===== config.mk =====
export PLATFORM = sky130hd
export DESIGN_NAME = pcat_top
export DESIGN_NICKNAME = d
export VERILOG_FILES = /design/src/rtl/pcat_pkg.sv /design/src/rtl/pcat_span.sv /design/src/rtl/pcat_route.sv /design/src/rtl/pcat_mark.sv /design/src/rtl/pcat_top.sv
export SDC_FILE = /design/constraint.sdc
export NUM_CORES = 1
export LEC_CHECK = 0
export ABC_CLOCK_PERIOD_IN_PS = 1100
export BUFFER_PORTS_ARGS = -buffer_cell sky130_fd_sc_hd__buf_2
export CORE_MARGIN = 5
export CORE_UTILIZATION = 25
export DETAILED_ROUTE_END_ITERATION = 10
export PLACE_DENSITY = 0.67
export SLEW_MARGIN = 20
export SYNTH_ARGS = -nofsm -noshare
export SYNTH_HDL_FRONTEND = slang
export SYNTH_SLANG_ARGS = --single-unit

===== constraint.sdc =====
create_clock -name vclk -period 1.1
set_input_delay 0.165 -clock vclk [all_inputs]
set_output_delay 0.165 -clock vclk [all_outputs]
set_load 0.02 [all_outputs]

===== src/rtl/pcat_pkg.sv =====
// pcat_pkg: shared types and helpers for the lane-partitioned concatenation unit.
// Assumes no configuration uses more than MAX_LANES lanes.
package pcat_pkg;

    localparam int MAX_LANES = 8;

    // Per-lane data widths; entries at and beyond the lane count are ignored.
    typedef int unsigned width_list_t [MAX_LANES];

    // Bit offset of lane n inside the data word (sum of the widths below it).
    function automatic int lane_base(width_list_t w, int n);
        int s;
        s = 0;
        for (int j = 0; j < MAX_LANES; j++) begin
            if (j < n) s += int'(w[j]);
        end
        return s;
    endfunction

    // Index width for lane numbers, never below one bit.
    function automatic int idx_bits(int lanes);
        return (lanes > 1) ? $clog2(lanes) : 1;
    endfunction

endpackage


===== src/rtl/pcat_span.sv =====
// pcat_span: for each lane, finds the lowest and highest lane of the group
// that contains it, from the boundary-open enables.
// Assumes a 1 enable bit means the boundary above that lane is open.
module pcat_span
    import pcat_pkg::*;
#(
    parameter int NUM_LANES = 3,
    localparam int IDX_W = idx_bits(NUM_LANES)
) (
    input  logic [NUM_LANES-2:0]            seg_open_i,
    output logic [NUM_LANES-1:0][IDX_W-1:0] first_o,
    output logic [NUM_LANES-1:0][IDX_W-1:0] last_o
);

    // Sweep upward: a group starts at lane 0 or just above an open boundary.
    always_comb begin
        logic [IDX_W-1:0] run;
        run = '0;
        first_o[0] = '0;
        for (int i = 1; i < NUM_LANES; i++) begin
            if (seg_open_i[i-1]) run = IDX_W'(i);
            first_o[i] = run;
        end
    end

    // Sweep downward: a group ends at the top lane or just below an open boundary.
    always_comb begin
        logic [IDX_W-1:0] run;
        run = IDX_W'(NUM_LANES - 1);
        last_o[NUM_LANES-1] = run;
        for (int i = NUM_LANES - 2; i >= 0; i--) begin
            if (seg_open_i[i]) run = IDX_W'(i);
            last_o[i] = run;
        end
    end

    // Each lane must lie inside the span reported for it.
    always_comb begin
        for (int i = 0; i < NUM_LANES; i++) begin
            AST_SPAN_ENCLOSES: assert (int'(first_o[i]) <= i && int'(last_o[i]) >= i)
                else $error("lane %0d span %0d..%0d", i, first_o[i], last_o[i]);
        end
    end

endmodule


===== src/rtl/pcat_route.sv =====
// pcat_route: places each lane's data bits and extension bits in the output.
// A lane's data shifts up by EXT_W for every lane below its group's start.
// A lane's extension bits sit above the data of its whole group, in lane order.
// Assumes spans come from pcat_span for the same enables.
module pcat_route
    import pcat_pkg::*;
#(
    parameter int          NUM_LANES = 3,
    parameter int          EXT_W     = 1,
    parameter width_list_t LANE_AW   = '{4, 4, 8, 0, 0, 0, 0, 0},
    localparam int IDX_W = idx_bits(NUM_LANES),
    localparam int A_W   = lane_base(LANE_AW, NUM_LANES),
    localparam int B_W   = NUM_LANES * EXT_W,
    localparam int OUT_W = A_W + B_W
) (
    input  logic [A_W-1:0]                  a_i,
    input  logic [B_W-1:0]                  b_i,
    input  logic [NUM_LANES-1:0][IDX_W-1:0] first_i,
    input  logic [NUM_LANES-1:0][IDX_W-1:0] last_i,
    output logic [OUT_W-1:0]                cat_o
);

    // Gather every lane's two pieces into their group positions.
    always_comb begin
        logic [A_W-1:0]   amask;
        logic [OUT_W-1:0] seg;
        int               base;
        int               top;
        cat_o = '0;
        for (int i = 0; i < NUM_LANES; i++) begin
            base  = lane_base(LANE_AW, i);
            amask = {A_W{1'b1}} >> (A_W - int'(LANE_AW[i]));
            seg   = OUT_W'((a_i >> base) & amask);
            cat_o = cat_o | (seg << (base + int'(first_i[i]) * EXT_W));
            top   = lane_base(LANE_AW, int'(last_i[i]) + 1);
            seg   = OUT_W'((b_i >> (i * EXT_W)) & B_W'({EXT_W{1'b1}}));
            cat_o = cat_o | (seg << (top + i * EXT_W));
        end
    end

    // Routing only moves bits; none are lost or duplicated.
    always_comb begin
        AST_BIT_CONSERVE: assert ($countones(cat_o) == $countones(a_i) + $countones(b_i))
            else $error("ones out %0d in %0d", $countones(cat_o),
                        $countones(a_i) + $countones(b_i));
    end

endmodule


===== src/rtl/pcat_mark.sv =====
// pcat_mark: raises one output bit at the LSB position of every group.
// Works from the enables directly, independent of the data routing.
module pcat_mark
    import pcat_pkg::*;
#(
    parameter int          NUM_LANES = 3,
    parameter int          EXT_W     = 1,
    parameter width_list_t LANE_AW   = '{4, 4, 8, 0, 0, 0, 0, 0},
    localparam int OUT_W = lane_base(LANE_AW, NUM_LANES) + NUM_LANES * EXT_W
) (
    input  logic [NUM_LANES-2:0] seg_open_i,
    output logic [OUT_W-1:0]     grp_lsb_o
);

    logic [NUM_LANES-1:0] starts;

    // Lane 0 always opens a group; other lanes open one above an open boundary.
    for (genvar g = 0; g < NUM_LANES; g++) begin : g_start
        if (g == 0) begin : g_base
            assign starts[g] = 1'b1;
        end else begin : g_upper
            assign starts[g] = seg_open_i[g-1];
        end
    end

    // A group starting at lane i begins after all lower data and extension bits.
    always_comb begin
        grp_lsb_o = '0;
        for (int i = 0; i < NUM_LANES; i++) begin
            grp_lsb_o = grp_lsb_o |
                (OUT_W'(starts[i]) << (lane_base(LANE_AW, i) + i * EXT_W));
        end
    end

endmodule


===== src/rtl/pcat_top.sv =====
// pcat_top: lane-partitioned concatenation of a data word and an extension word.
// Purely combinational. Spans, routing and group markers are built in separate
// submodules. Assumes at least two lanes.
module pcat_top
    import pcat_pkg::*;
#(
    parameter int          NUM_LANES = 3,
    parameter int          EXT_W     = 1,
    parameter width_list_t LANE_AW   = '{4, 4, 8, 0, 0, 0, 0, 0},
    localparam int IDX_W = idx_bits(NUM_LANES),
    localparam int A_W   = lane_base(LANE_AW, NUM_LANES),
    localparam int B_W   = NUM_LANES * EXT_W,
    localparam int OUT_W = A_W + B_W
) (
    input  logic [A_W-1:0]       a_i,
    input  logic [B_W-1:0]       b_i,
    input  logic [NUM_LANES-2:0] seg_open_i,
    output logic [OUT_W-1:0]     cat_o,
    output logic [OUT_W-1:0]     grp_lsb_o
);

    logic [NUM_LANES-1:0][IDX_W-1:0] first;
    logic [NUM_LANES-1:0][IDX_W-1:0] last;

    pcat_span #(.NUM_LANES(NUM_LANES)) u_span (
        .seg_open_i (seg_open_i),
        .first_o    (first),
        .last_o     (last)
    );

    pcat_route #(.NUM_LANES(NUM_LANES), .EXT_W(EXT_W), .LANE_AW(LANE_AW)) u_route (
        .a_i     (a_i),
        .b_i     (b_i),
        .first_i (first),
        .last_i  (last),
        .cat_o   (cat_o)
    );

    pcat_mark #(.NUM_LANES(NUM_LANES), .EXT_W(EXT_W), .LANE_AW(LANE_AW)) u_mark (
        .seg_open_i (seg_open_i),
        .grp_lsb_o  (grp_lsb_o)
    );

    // Marker and routing agree: one group per open boundary plus one.
    // Full merge gives the plain concatenation.
    always_comb begin
        AST_LSB_MARKED: assert (grp_lsb_o[0])
            else $error("group marker lost bit 0");
        AST_GROUP_COUNT: assert ($countones(grp_lsb_o) == $countones(seg_open_i) + 1)
            else $error("marker ones %0d", $countones(grp_lsb_o));
        if (seg_open_i == '0) begin
            AST_FULL_MERGE: assert (cat_o == {b_i, a_i})
                else $error("merged result %h", cat_o);
        end
    end

endmodule


Yosys cells after proc, flatten, opt, wreduce, memory -nomap -nowiden

Index checks and enable logic that the tools add are counted.

Flip-flop bits (word level): 0

Add/subtract/negate cells: 9
Order comparisons: 6
Shift operators: 4
Multiplexer cells: 10
Bitwise gates (word level): 6

Operators by type and width:

| cell                                                                         | count |
|---|---|
| 32-bit 2-to-1 mux                                                            | 4 |
| 19-bit OR                                                                    | 4 |
| 32-bit by 5-bit adder with 32-bit output, second input constant              | 2 |
| 1-bit by 32-bit less-than comparator with 1-bit output, first input constant | 2 |
| 2-bit by 32-bit less-than comparator with 1-bit output, first input constant | 2 |
| 3-bit by 32-bit less-than comparator with 1-bit output, first input constant | 2 |
| 1-bit by 32-bit << shifter with 19-bit output                                | 2 |
| 32-bit by 2-bit adder with 32-bit output, second input constant              | 1 |
| 32-bit by 4-bit adder with 32-bit output, second input constant              | 1 |
| 4-bit by 32-bit << shifter with 19-bit output                                | 1 |
| 8-bit by 32-bit << shifter with 19-bit output                                | 1 |
| 4-bit by 19-bit OR with 19-bit output                                        | 1 |
| 6-bit by 11-bit OR with 11-bit output                                        | 1 |
| 2-bit by 1-bit adder with 3-bit output, second input constant                | 2 |
| 2-bit 2-to-1 mux                                                             | 3 |
| 3-bit 2-to-1 mux                                                             | 2 |
| 4-bit by 2-bit adder with 5-bit output, first input constant                 | 1 |
| 3-bit by 1-bit adder with 4-bit output, first input constant                 | 1 |
| 3-bit by 3-bit adder with 4-bit output, second input constant                | 1 |
| 1-bit 2-to-1 mux                                                             | 1 |

Logic depth before layout (Yosys ltp)

Gate-level depths: netlist (run 1).

Depth after elaboration: 15
Mapped depth: 4
Gate-level depth less buffers: 2

Modules after synthesis

A second synthesis (run 1) with hierarchy kept.

Cell total of the unflattened synthesis: 99
Area, all modules: 724.4 sq um

Modules (own cells, without submodules):

| module     | times used | cells an instance | area each (sq um) |
|---|---|---|---|
| pcat_route | 1          | 64                | 484.2 |
| pcat_mark  | 1          | 21                | 150.1 |
| pcat_span  | 1          | 14                | 90.1 |

Worst setup path after synthesis (run 1)

Ideal clock, no wire load.

Path kind: in2out
From: input port seg_open_i[0]
To: output port cat_o[8]
Data arrival time: 0.908 ns
Required time: 0.935 ns
Setup slack: 0.027 ns
Stages on the path: 3
Cell sequence: buf_6 > buf_12 > o21ai_0

Longest elaborated chain between the ends: 14
Elaborated cells between the ends (all ways): 22
Classes of those cells: add/sub (5); order compare (3); shift (3); mux (6); bitwise (5)

Ends and longest elaborated chain:

| item                                                   | line             | RTL |
|---|---|---|
| from (decl)                                            | pcat_top.sv:17   | `input logic [NUM_LANES-2:0] seg_open_i,` |
| 2-bit 2-to-1 mux                                       | pcat_span.sv:32  | `if (seg_open_i[i]) run = IDX_W'(i);` |
| 2-bit by 1-bit adder with 3-bit output                 | pcat_route.sv:35 | `top = lane_base(LANE_AW, int'(last_i[i]) + 1);` |
| 1-bit by 32-bit less-than comparator with 1-bit output | pcat_pkg.sv:15   | `if (j < n) s += int'(w[j]);` |
| 3-bit 2-to-1 mux                                       | pcat_pkg.sv:15   |  |
| 32-bit by 4-bit adder with 32-bit output               | pcat_pkg.sv:15   |  |
| 32-bit 2-to-1 mux                                      | pcat_pkg.sv:15   |  |
| 32-bit by 5-bit adder with 32-bit output               | pcat_pkg.sv:15   |  |
| 32-bit 2-to-1 mux                                      | pcat_pkg.sv:15   |  |
| 1-bit by 32-bit << shifter with 19-bit output          | pcat_route.sv:37 | `cat_o = cat_o \| (seg << (top + i * EXT_W));` |
| 4-bit by 19-bit OR with 19-bit output                  | pcat_route.sv:37 |  |
| 19-bit OR                                              | pcat_route.sv:34 | `cat_o = cat_o \| (seg << (base + int'(first_i[i]) * EXT_W));` |
| 19-bit OR                                              | pcat_route.sv:37 |  |
| 19-bit OR (*)                                          | pcat_route.sv:34 |  |
| 19-bit OR (*)                                          | pcat_route.sv:37 |  |
| to (decl)                                              | pcat_top.sv:18   | `output logic [OUT_W-1:0] cat_o,` |

Mark *: on every way between the ends. The rest lies on a longest branch, timed or not.

Worst setup path after layout (run 1)

From: input port seg_open_i[1]
To: output port cat_o[17]

Longest elaborated chain between the ends: 15
Elaborated cells between the ends (all ways): 31
Classes of those cells: add/sub (8); order compare (6); shift (3); mux (9); bitwise (5)

Ends and longest elaborated chain:

| item                                                                                            | line |
|---|---|
| branches (longest 13 deep; another with 1-bit by 32-bit less-than comparator with 1-bit output) | n/a |
| 19-bit OR (*)                                                                                   | pcat_route.sv:34 |
| 19-bit OR (*)                                                                                   | pcat_route.sv:37 |

Every way passes the cells marked *.

==> out/metrics.cfg, run 1 <==
[synth]
netlist_area_um2=445
synth_warnings=0
seq_area_frac_synth=0
netlist_instances=62
synth.area.top_cells=sky130_fd_sc_hd__buf_4 (37%), sky130_fd_sc_hd__mux2i_1 (20%), sky130_fd_sc_hd__mux2_2 (13%), sky130_fd_sc_hd__o21ai_1 (9.0%), sky130_fd_sc_hd__nand2_1 (7.6%)
yosys.area.top_type=sky130_fd_sc_hd__buf_4
synth_top_area_share=0.371
avgSynthCellArea_um2=7.18
synth_cell_type_count=11

[sta]
holdWs_ns=0.330
rsz_0062_raised_after_global_routing=no
timing.final.crit_share=0.957
finalWorstSetupSlack_ns=0.0472
setup-violations-final=0
final_hold_viol_count=0
tns_setup_ns=0
final_max_slew_viol_count=0
finalCriticalPeriod_ns=1.05
fmaxAchievable_mhz=950

[placed_design]
dp_slack_ns=0.0328
detailed_place_hpwl_um=948
gp_congestion=0.662
dp_cells=108
place.port_buffers=32

[hold_path]
hold_path.class=in -> out

[detailed_routing]
drt_pre_antenna_iters=3
drt_wl_total_um=1090
post_drt_wl_per_cell_um=9.98
routed_via_density=3.69
number_of_nets_with_antenna_violations_after_routing=0
routed-via-count=402
drt_iter0_markers=1
route.detailed.drc=0

[job]
timing.max_cap.violations=0

[layout]
layout.cells.non_filler=109
final-seq-area_um2=0
layout.sequential_cells=0
antenna_cells_inserted=0
nets=107
area_growth_synth_to_finish_pct=21.6
drive_gt1_frac=0.488
final_core_utilization=0.317
clkbuf_count=0

[global_route]
first_global_vias=318
wire_length_of_the_first_global_routing_pass_um=1390
grt_overflow=0
grt_max_degree=14
grt_antenna_before_repair=0
gr-usage-all-layers=0.0620

[floorplanning]
design.core.area_um2=1710
die_w_um=52.2
die_height_um=52.2
floorplan.rows=15
initial_core_utilization=0.261
die_area_um2=2730
ioPinCount=59

[run_status]
status=finished clean

[critical_path]
cp_cell_sequence=buf_2 > mux2_2 > buf_2
largest_fanout_on_the_critical_path=13
critPathRequiredTime_ns=0.94
critical-path-max-stage-delay_ns=0.35
worst_setup_path_start_kind=input pin
critPathMostFrequentCell=sky130_fd_sc_hd__buf_2
critical_path.slowest_cell=sky130_fd_sc_hd__mux2_2
path_class=in -> out
endpoint_kind=output pin
crit_arrival_ns=0.89

[clock_network]
postCtsResizedCells=0
post-cts-setup-buffers=0
post_cts_hold_buffer_count=0

[power]
ir_worst_vdd_uv=174
p_leak_nw=0.314
cellPowerDensity_nw_per_um2=559

[cell type report]
cell class	count	area, um^2
fill	190	1170
multi-input combinational	49	293
tap	25	31.3
timing repair buffer	35	218
[through the flow]
stage	area [um^2]	power, mW
3_3_place_gp	508	0.285
3_5_place_dp	508	0.288
6_report	542	0.303
4_1_cts	508	0.289
2_1_floorplan	502	0.276
5_1_grt	542	0.325
[logic make-up after synthesis]
family,after synthesis,synth area share
AOI/OAI and AO/OA,9,0.101
buffers and inverters,28,0.478
muxes,14,0.329
other,2,0.0169
and+or+nand+nor,9,0.0758
[layer usage]
| layer | global-route usage | share of wire |
|---|---|---|
| met1 | 0.0799 | 0.37 |
| met2 | 0.109 | 0.55 |
| met3 | 0.0114 | 0.074 |
| met4 | 0.00851 | 0.0046 |
| met5 | 0 | 0 |
[report_power, final]
| group | leakage, nW | total, mW | internal [mW] | switching [mW] |
|---|---|---|---|---|
| combinational | 0.314 | 0.303 | 0.112 | 0.191 |
| clock | 0 | 0 | 0 | 0 |
| sequential | 0 | 0 | 0 | 0 |
| total | 0.314 | 0.303 | 0.112 | 0.191 |
[cells in the mapped netlist]
library cell,instances
sky130_fd_sc_hd__mux2_2,5
sky130_fd_sc_hd__buf_6,1
sky130_fd_sc_hd__buf_2,1
sky130_fd_sc_hd__mux2i_1,9
sky130_fd_sc_hd__nand2_1,9
sky130_fd_sc_hd__conb_1,2
sky130_fd_sc_hd__clkbuf_1,3
sky130_fd_sc_hd__buf_4,22
sky130_fd_sc_hd__o21ai_0,1
sky130_fd_sc_hd__buf_12,1
sky130_fd_sc_hd__o21ai_1,8
[final timing paths]
kind | start | to | slack, ns | cells past startpoint
setup / recovery | seg_open_i[1] | cat_o[17] | 0.05 | 3
hold / removal | a_i[3] | cat_o[3] | 0.33 | 0
[worst max-delay path, delay by kind of cell]
| kind | cells | cell delay, ns |
|---|---|---|
| buffers and inverters | 2 | 0.37 |
| multiplexers | 1 | 0.35 |
[layout by cell type, fill, tap and decap left out]
| master | Yosys | layout |
|---|---|---|
| sky130_fd_sc_hd__mux2i_2 | 0 | 1 |
| sky130_fd_sc_hd__buf_12 | 1 | 1 |
| sky130_fd_sc_hd__mux2i_1 | 9 | 8 |
| sky130_fd_sc_hd__buf_4 | 22 | 3 |
| sky130_fd_sc_hd__nand2_1 | 9 | 9 |
| sky130_fd_sc_hd__mux2_2 | 5 | 5 |
| sky130_fd_sc_hd__buf_2 | 1 | 30 |
| sky130_fd_sc_hd__conb_1 | 2 | 17 |
| sky130_fd_sc_hd__o21ai_0 | 1 | 1 |
| sky130_fd_sc_hd__o21ai_1 | 8 | 8 |
| sky130_fd_sc_hd__clkbuf_16 | 0 | 1 |
Power figures use the tool's default switching activity.
==> run 2: changes to the inputs <==
--- a/config.mk
+++ b/config.mk
@@ -10,7 +10,7 @@
 export CORE_MARGIN = 5
 export CORE_UTILIZATION = 25
 export DETAILED_ROUTE_END_ITERATION = 10
-export PLACE_DENSITY = 0.67
+export PLACE_DENSITY = 0.69
 export SLEW_MARGIN = 20
 export SYNTH_ARGS = -nofsm -noshare
 export SYNTH_HDL_FRONTEND = slang
==> run 2 against run 1 <==
First-iteration DRC count rose to 3.0 times the previous value. Final area fell by 3.9%. Critical path depth did not move. Clock-buffer cell count did not move. Final cell count did not move. Setup slack improved by 0.011 ns. Highest routed layer unchanged. Via count rose by 1.0%. Largest power group unchanged.
==> out/metrics.cfg, run 2 (same netlist as run 1, synthesis figures left out) <==
[floorplanning]
initial_core_utilization=0.261  ; unchanged
die_w_um=52.2  ; unchanged
ioPinCount=59  ; unchanged
die_height_um=52.2  ; unchanged
design.core.area_um2=1710  ; unchanged
floorplan.rows=15  ; unchanged
die_area_um2=2730  ; unchanged

[critical_path]
critical-path-max-stage-delay_ns=0.36  ; was 0.35 ns
endpoint_kind=output pin  ; unchanged
cp_cell_sequence=buf_2 > mux2_2 > buf_2  ; unchanged
critPathRequiredTime_ns=0.94  ; about the same
critical_path.slowest_cell=sky130_fd_sc_hd__mux2_2  ; unchanged
worst_setup_path_endpoint=cat_o[17]  ; unchanged
largest_fanout_on_the_critical_path=11  ; was 13
crit_arrival_ns=0.88  ; was 0.89 ns
setup.worst_path.start=seg_open_i[1]  ; unchanged
worst_setup_path_start_kind=input pin  ; unchanged
critPathMostFrequentCell=sky130_fd_sc_hd__buf_2  ; unchanged
path_class=in -> out  ; unchanged

[power]
clock_power_share=0  ; about the same
intPower_uw=105  ; was 112 uW
p_seq_frac=0  ; about the same
switching_share=0.642  ; was 0.631
power_switching_uw=189  ; was 191 uW
p_leak_nw=0.308  ; was 0.314 nW
finalPower_uw=294  ; was 303 uW
power.share.combinational=1.000  ; about the same
ir_worst_vdd_uv=188  ; was 174 uV
cellPowerDensity_nw_per_um2=564  ; was 559 nW/um^2

[hold_path]
hold_path.class=in -> out  ; unchanged

[layout]
nets=107  ; unchanged
multi_input_comb_area_um2=289  ; was 293 um^2
drive_gt1_frac=0.476  ; was 0.488
nFillCells=197  ; was 190
area_growth_synth_to_finish_pct=16.9  ; was 21.6%
final-seq-area_um2=0  ; unchanged
final_common_cell=sky130_fd_sc_hd__buf_2  ; unchanged
most-common-layout-cells=sky130_fd_sc_hd__buf_2 (30), sky130_fd_sc_hd__conb_1 (17), sky130_fd_sc_hd__mux2i_1 (9), sky130_fd_sc_hd__nand2_1 (9), sky130_fd_sc_hd__o21ai_1 (8)  ; was sky130_fd_sc_hd__buf_2 (30), sky130_fd_sc_hd__conb_1 (17), sky130_fd_sc_hd__nand2_1 (9), sky130_fd_sc_hd__mux2i_1 (8), sky130_fd_sc_hd__o21ai_1 (8)
clkbuf_count=0  ; unchanged
final_core_utilization=0.305  ; was 0.317
antenna_cells_inserted=0  ; unchanged
layout.sequential_cells=0  ; unchanged

[detailed_routing]
routed-via-count=406  ; was 402
routed_via_density=3.72  ; was 3.69
post_drt_wl_per_cell_um=9.94  ; was 9.98 um
drt_iter0_markers=3  ; was 1
number_of_nets_with_antenna_violations_after_routing=0  ; unchanged
route.detailed.drc=0  ; unchanged
drt_wl_total_um=1080  ; was 1090 um
drt_pre_antenna_iters=2  ; was 3

[global_route]
gr-usage-all-layers=0.0685  ; was 0.0620
wire_length_of_the_first_global_routing_pass_um=1510  ; was 1390 um
grt_busiest_layer=met2  ; unchanged
grt.met2_usage=0.149  ; was 0.109
first_global_vias=393  ; was 318
global_route.usage.met3=0.0171  ; was 0.0114
grt_antenna_before_repair=0  ; unchanged
grt_overflow=0  ; unchanged
grt_max_degree=12  ; was 14
grt_util_met1=0.0629  ; was 0.0799

[placed_design]
detailed_place_hpwl_um=995  ; was 948 um
place.port_buffers=32  ; unchanged
gp_congestion=0.645  ; was 0.662

[sta]
fmaxAchievable_mhz=960  ; was 950 MHz
timing.final.crit_share=0.947  ; was 0.957
rsz_0062_raised_after_global_routing=no  ; unchanged
setup-violations-final=0  ; unchanged
final_max_slew_viol_count=0  ; unchanged
final_hold_viol_count=0  ; unchanged
holdWs_ns=0.330  ; about the same
finalCriticalPeriod_ns=1.04  ; was 1.05 ns

[job]
timing.max_cap.violations=0  ; unchanged

[run_status]
status=finished clean  ; unchanged

==> run 2: changes by cell type in the layout (fill, tap and decap cells not counted), sizes merged <==
cell	change
buf	+1
clkbuf	-1
==> run 2: power by group through the flow <==
stage / Combinational, mW / Sequential, mW / Clock [mW]
6_report: 0.294 / 0 / 0
4_1_cts: 0.292 / 0 / 0
3_5_place_dp: 0.291 / 0 / 0
2_1_floorplan: 0.276 / 0 / 0
3_3_place_gp: 0.288 / 0 / 0
5_1_grt: 0.316 / 0 / 0
==> run 2: how the worst min path moves through the flow <==
stage                     slack (ns)       end    from  depth (start not counted)
after floorplan                 0.44  cat_o[2]  a_i[2]                          1
after global placement          0.33  cat_o[0]  a_i[0]                          0
after detailed placement        0.33  cat_o[0]  a_i[0]                          0
after CTS                       0.33  cat_o[0]  a_i[0]                          0
after global routing            0.33  cat_o[3]  a_i[3]                          0
final                           0.33  cat_o[2]  a_i[2]                          0
==> run 2: final cells by class <==
| cell class | instances | share of cell area |
|---|---|---|
| Tap cell | 25 | 0.0601 |
| Multi-Input combinational cell | 49 | 0.555 |
| Timing Repair Buffer | 35 | 0.385 |
==> run 2: per-stage QoR <==
step / area, um^2 / cells / setup TNS (ns) / setup WS, ns
floorplan: 502 / 77 / 0 / 0.0270
global placement: 515 / 109 / 0 / 0.0299
detailed placement: 515 / 109 / -0.0000701 / -0.0000701
CTS: 515 / 109 / 0 / 0.000947
global route: 520 / 109 / 0 / 0.00355
finish: 520 / 109 / 0 / 0.0578
==> run 2: per-layer routing <==
metal | routed length [um] | part of all wire
met5 | 0 | 0
met4 | 9 | 0.0083
met2 | 631 | 0.58
met1 | 327 | 0.30
met3 | 114 | 0.11
==> run 2: worst max-delay path: cells and delay by family <==
kind / cells / cell delay, ns
multiplexers: 1 / 0.36
buffers and inverters: 2 / 0.35
==> run 2: what timing repair did <==
action | 4_1_cts | 5_1_grt
endpoints found under the setup margin | 0 | 7
setup buffers | 0 | 0
gates resized for setup | 0 | 3
hold buffers | 0 | 0
==> run 3: changes to the inputs <==
--- a/config.mk
+++ b/config.mk
@@ -5,7 +5,7 @@
 export SDC_FILE = /design/constraint.sdc
 export NUM_CORES = 1
 export LEC_CHECK = 0
-export ABC_CLOCK_PERIOD_IN_PS = 1100
+export ABC_CLOCK_PERIOD_IN_PS = 1000
 export BUFFER_PORTS_ARGS = -buffer_cell sky130_fd_sc_hd__buf_2
 export CORE_MARGIN = 5
 export CORE_UTILIZATION = 25
==> constraint.sdc (replaced) <==
create_clock -name vclk -period 1
set_input_delay 0.15 -clock vclk [all_inputs]
set_output_delay 0.15 -clock vclk [all_outputs]
set_load 0.02 [all_outputs]
==> run 3 against run 2 <==
First-iteration DRC count shrank 33%. Setup slack worse by 0.031 ns. Final area up 20%. Die area stayed put.
==> out/metrics.cfg, run 3 (same netlist as run 1, synthesis figures left out) <==
[run_status]
status=finished clean  ; unchanged

[layout]
layout.sequential_cells=0  ; unchanged
most-common-layout-cells=sky130_fd_sc_hd__buf_2 (27), sky130_fd_sc_hd__conb_1 (17), sky130_fd_sc_hd__mux2i_1 (9), sky130_fd_sc_hd__nand2_1 (9), sky130_fd_sc_hd__o21ai_1 (9)  ; was sky130_fd_sc_hd__buf_2 (30), sky130_fd_sc_hd__conb_1 (17), sky130_fd_sc_hd__mux2i_1 (9), sky130_fd_sc_hd__nand2_1 (9), sky130_fd_sc_hd__o21ai_1 (8)
antenna_cells_inserted=0  ; unchanged
clkbuf_count=0  ; unchanged
final-seq-area_um2=0  ; unchanged
nets=112  ; was 107
layout.cells.non_filler=114  ; was 109
area_growth_synth_to_finish_pct=40.7  ; was 16.9%
drive_gt1_frac=0.506  ; was 0.476
final_area_um2=627  ; was 520 um^2
final_core_utilization=0.367  ; was 0.305
final_common_cell=sky130_fd_sc_hd__buf_2  ; unchanged

[placed_design]
post_dp_cell_area_um2=536  ; was 515 um^2
gp_congestion=0.715  ; was 0.645
detailed_place_hpwl_um=953  ; was 995 um
dp_slack_ns=-0.0349  ; was -0.0000701 ns
place.port_buffers=32  ; unchanged
dp_cells=110  ; was 109

[critical_path]
worst_setup_path_start_kind=input pin  ; unchanged
path_class=in -> out  ; unchanged
crit_arrival_ns=0.82  ; was 0.88 ns
largest_fanout_on_the_critical_path=4  ; was 11
critPathRequiredTime_ns=0.85  ; was 0.94 ns
endpoint_kind=output pin  ; unchanged
setup.worst_path.start=seg_open_i[1]  ; unchanged
worst_setup_path_endpoint=cat_o[17]  ; unchanged

[floorplanning]
initial_core_utilization=0.261  ; unchanged
floorplan.rows=15  ; unchanged
design.core.area_um2=1710  ; unchanged
ioPinCount=59  ; unchanged
die_w_um=52.2  ; unchanged
die_height_um=52.2  ; unchanged
die_area_um2=2730  ; unchanged

[power]
finalPower_uw=376  ; was 294 uW
ir_worst_vdd_uv=215  ; was 188 uV
cellPowerDensity_nw_per_um2=600  ; was 564 nW/um^2
p_leak_nw=0.358  ; was 0.308 nW

[detailed_routing]
route.detailed.drc=0  ; unchanged
post_drt_wl_per_cell_um=10.3  ; was 9.94 um
drt_wl_total_um=1180  ; was 1080 um
routed-via-count=438  ; was 406
number_of_nets_with_antenna_violations_after_routing=0  ; unchanged
drt_pre_antenna_iters=2  ; unchanged
drt_iter0_markers=2  ; was 3
routed_via_density=3.84  ; was 3.72

[global_route]
first_global_vias=372  ; was 393
grt_antenna_before_repair=0  ; unchanged
wire_length_of_the_first_global_routing_pass_um=1450  ; was 1510 um
gr-usage-all-layers=0.0649  ; was 0.0685
grt_overflow=0  ; unchanged
grt_max_degree=13  ; was 12

[sta]
finalCriticalPeriod_ns=0.973
rsz_0062_raised_after_global_routing=no  ; unchanged
final_max_slew_viol_count=0  ; unchanged
finalWorstSetupSlack_ns=0.0273  ; was 0.0578 ns
holdWs_ns=0.300  ; was 0.330 ns
setup-violations-final=0  ; unchanged
final_hold_viol_count=0  ; unchanged
fmaxAchievable_mhz=1030
tns_setup_ns=0  ; unchanged
timing.final.crit_share=0.973

[hold_path]
hold_path.class=in -> out  ; unchanged

[job]
timing.max_cap.violations=0  ; unchanged

[clock_network]
post_cts_hold_buffer_count=0  ; unchanged

-- run 3: worst max-delay path: stages --
cell                     delay (ns)
sky130_fd_sc_hd__buf_4         0.11
sky130_fd_sc_hd__buf_6         0.10
sky130_fd_sc_hd__mux2_2        0.33
sky130_fd_sc_hd__buf_6         0.13
-- run 3: per-layer routing --
layer  GRT usage  up-vias  wire length [um]  part of all wire
li1            -      216                 -                 -
met1      0.0663      200               390              0.33
met2       0.138       20               669              0.57
met3     0.00855        2               114             0.097
met4     0.00851        0                 5            0.0042
met5           0        -                 0                 0
-- run 3: layout make-up --
type / count / area [um^2]
timing repair buffer: 40 / 307
fill: 185 / 1080
tap: 25 / 31.3
multi-input combinational: 49 / 289
-- run 3: worst min-delay path by stage --
stage               slack (ns)    from  cells past startpoint        to
finish                    0.30  a_i[3]                      0  cat_o[3]
global route              0.30  a_i[2]                      0  cat_o[2]
CTS                       0.30  a_i[0]                      0  cat_o[0]
detailed placement        0.30  a_i[0]                      0  cat_o[0]
global placement          0.30  a_i[0]                      0  cat_o[0]
floorplan                 0.41  a_i[2]                      1  cat_o[2]
-- run 3: what timing repair did --
action	in CTS	in global routing
endpoints found under the hold margin	0	0
setup endpoints to repair	8	8
pin swaps	0	1
resized for setup	5	9
setup buffers	0	2
gates cloned	0	2
-- run 3: power by group --
part	total, mW	switching, mW	internal [mW]
logic	0.376	0.218	0.159
registers	0	0	0
clock network	0	0	0
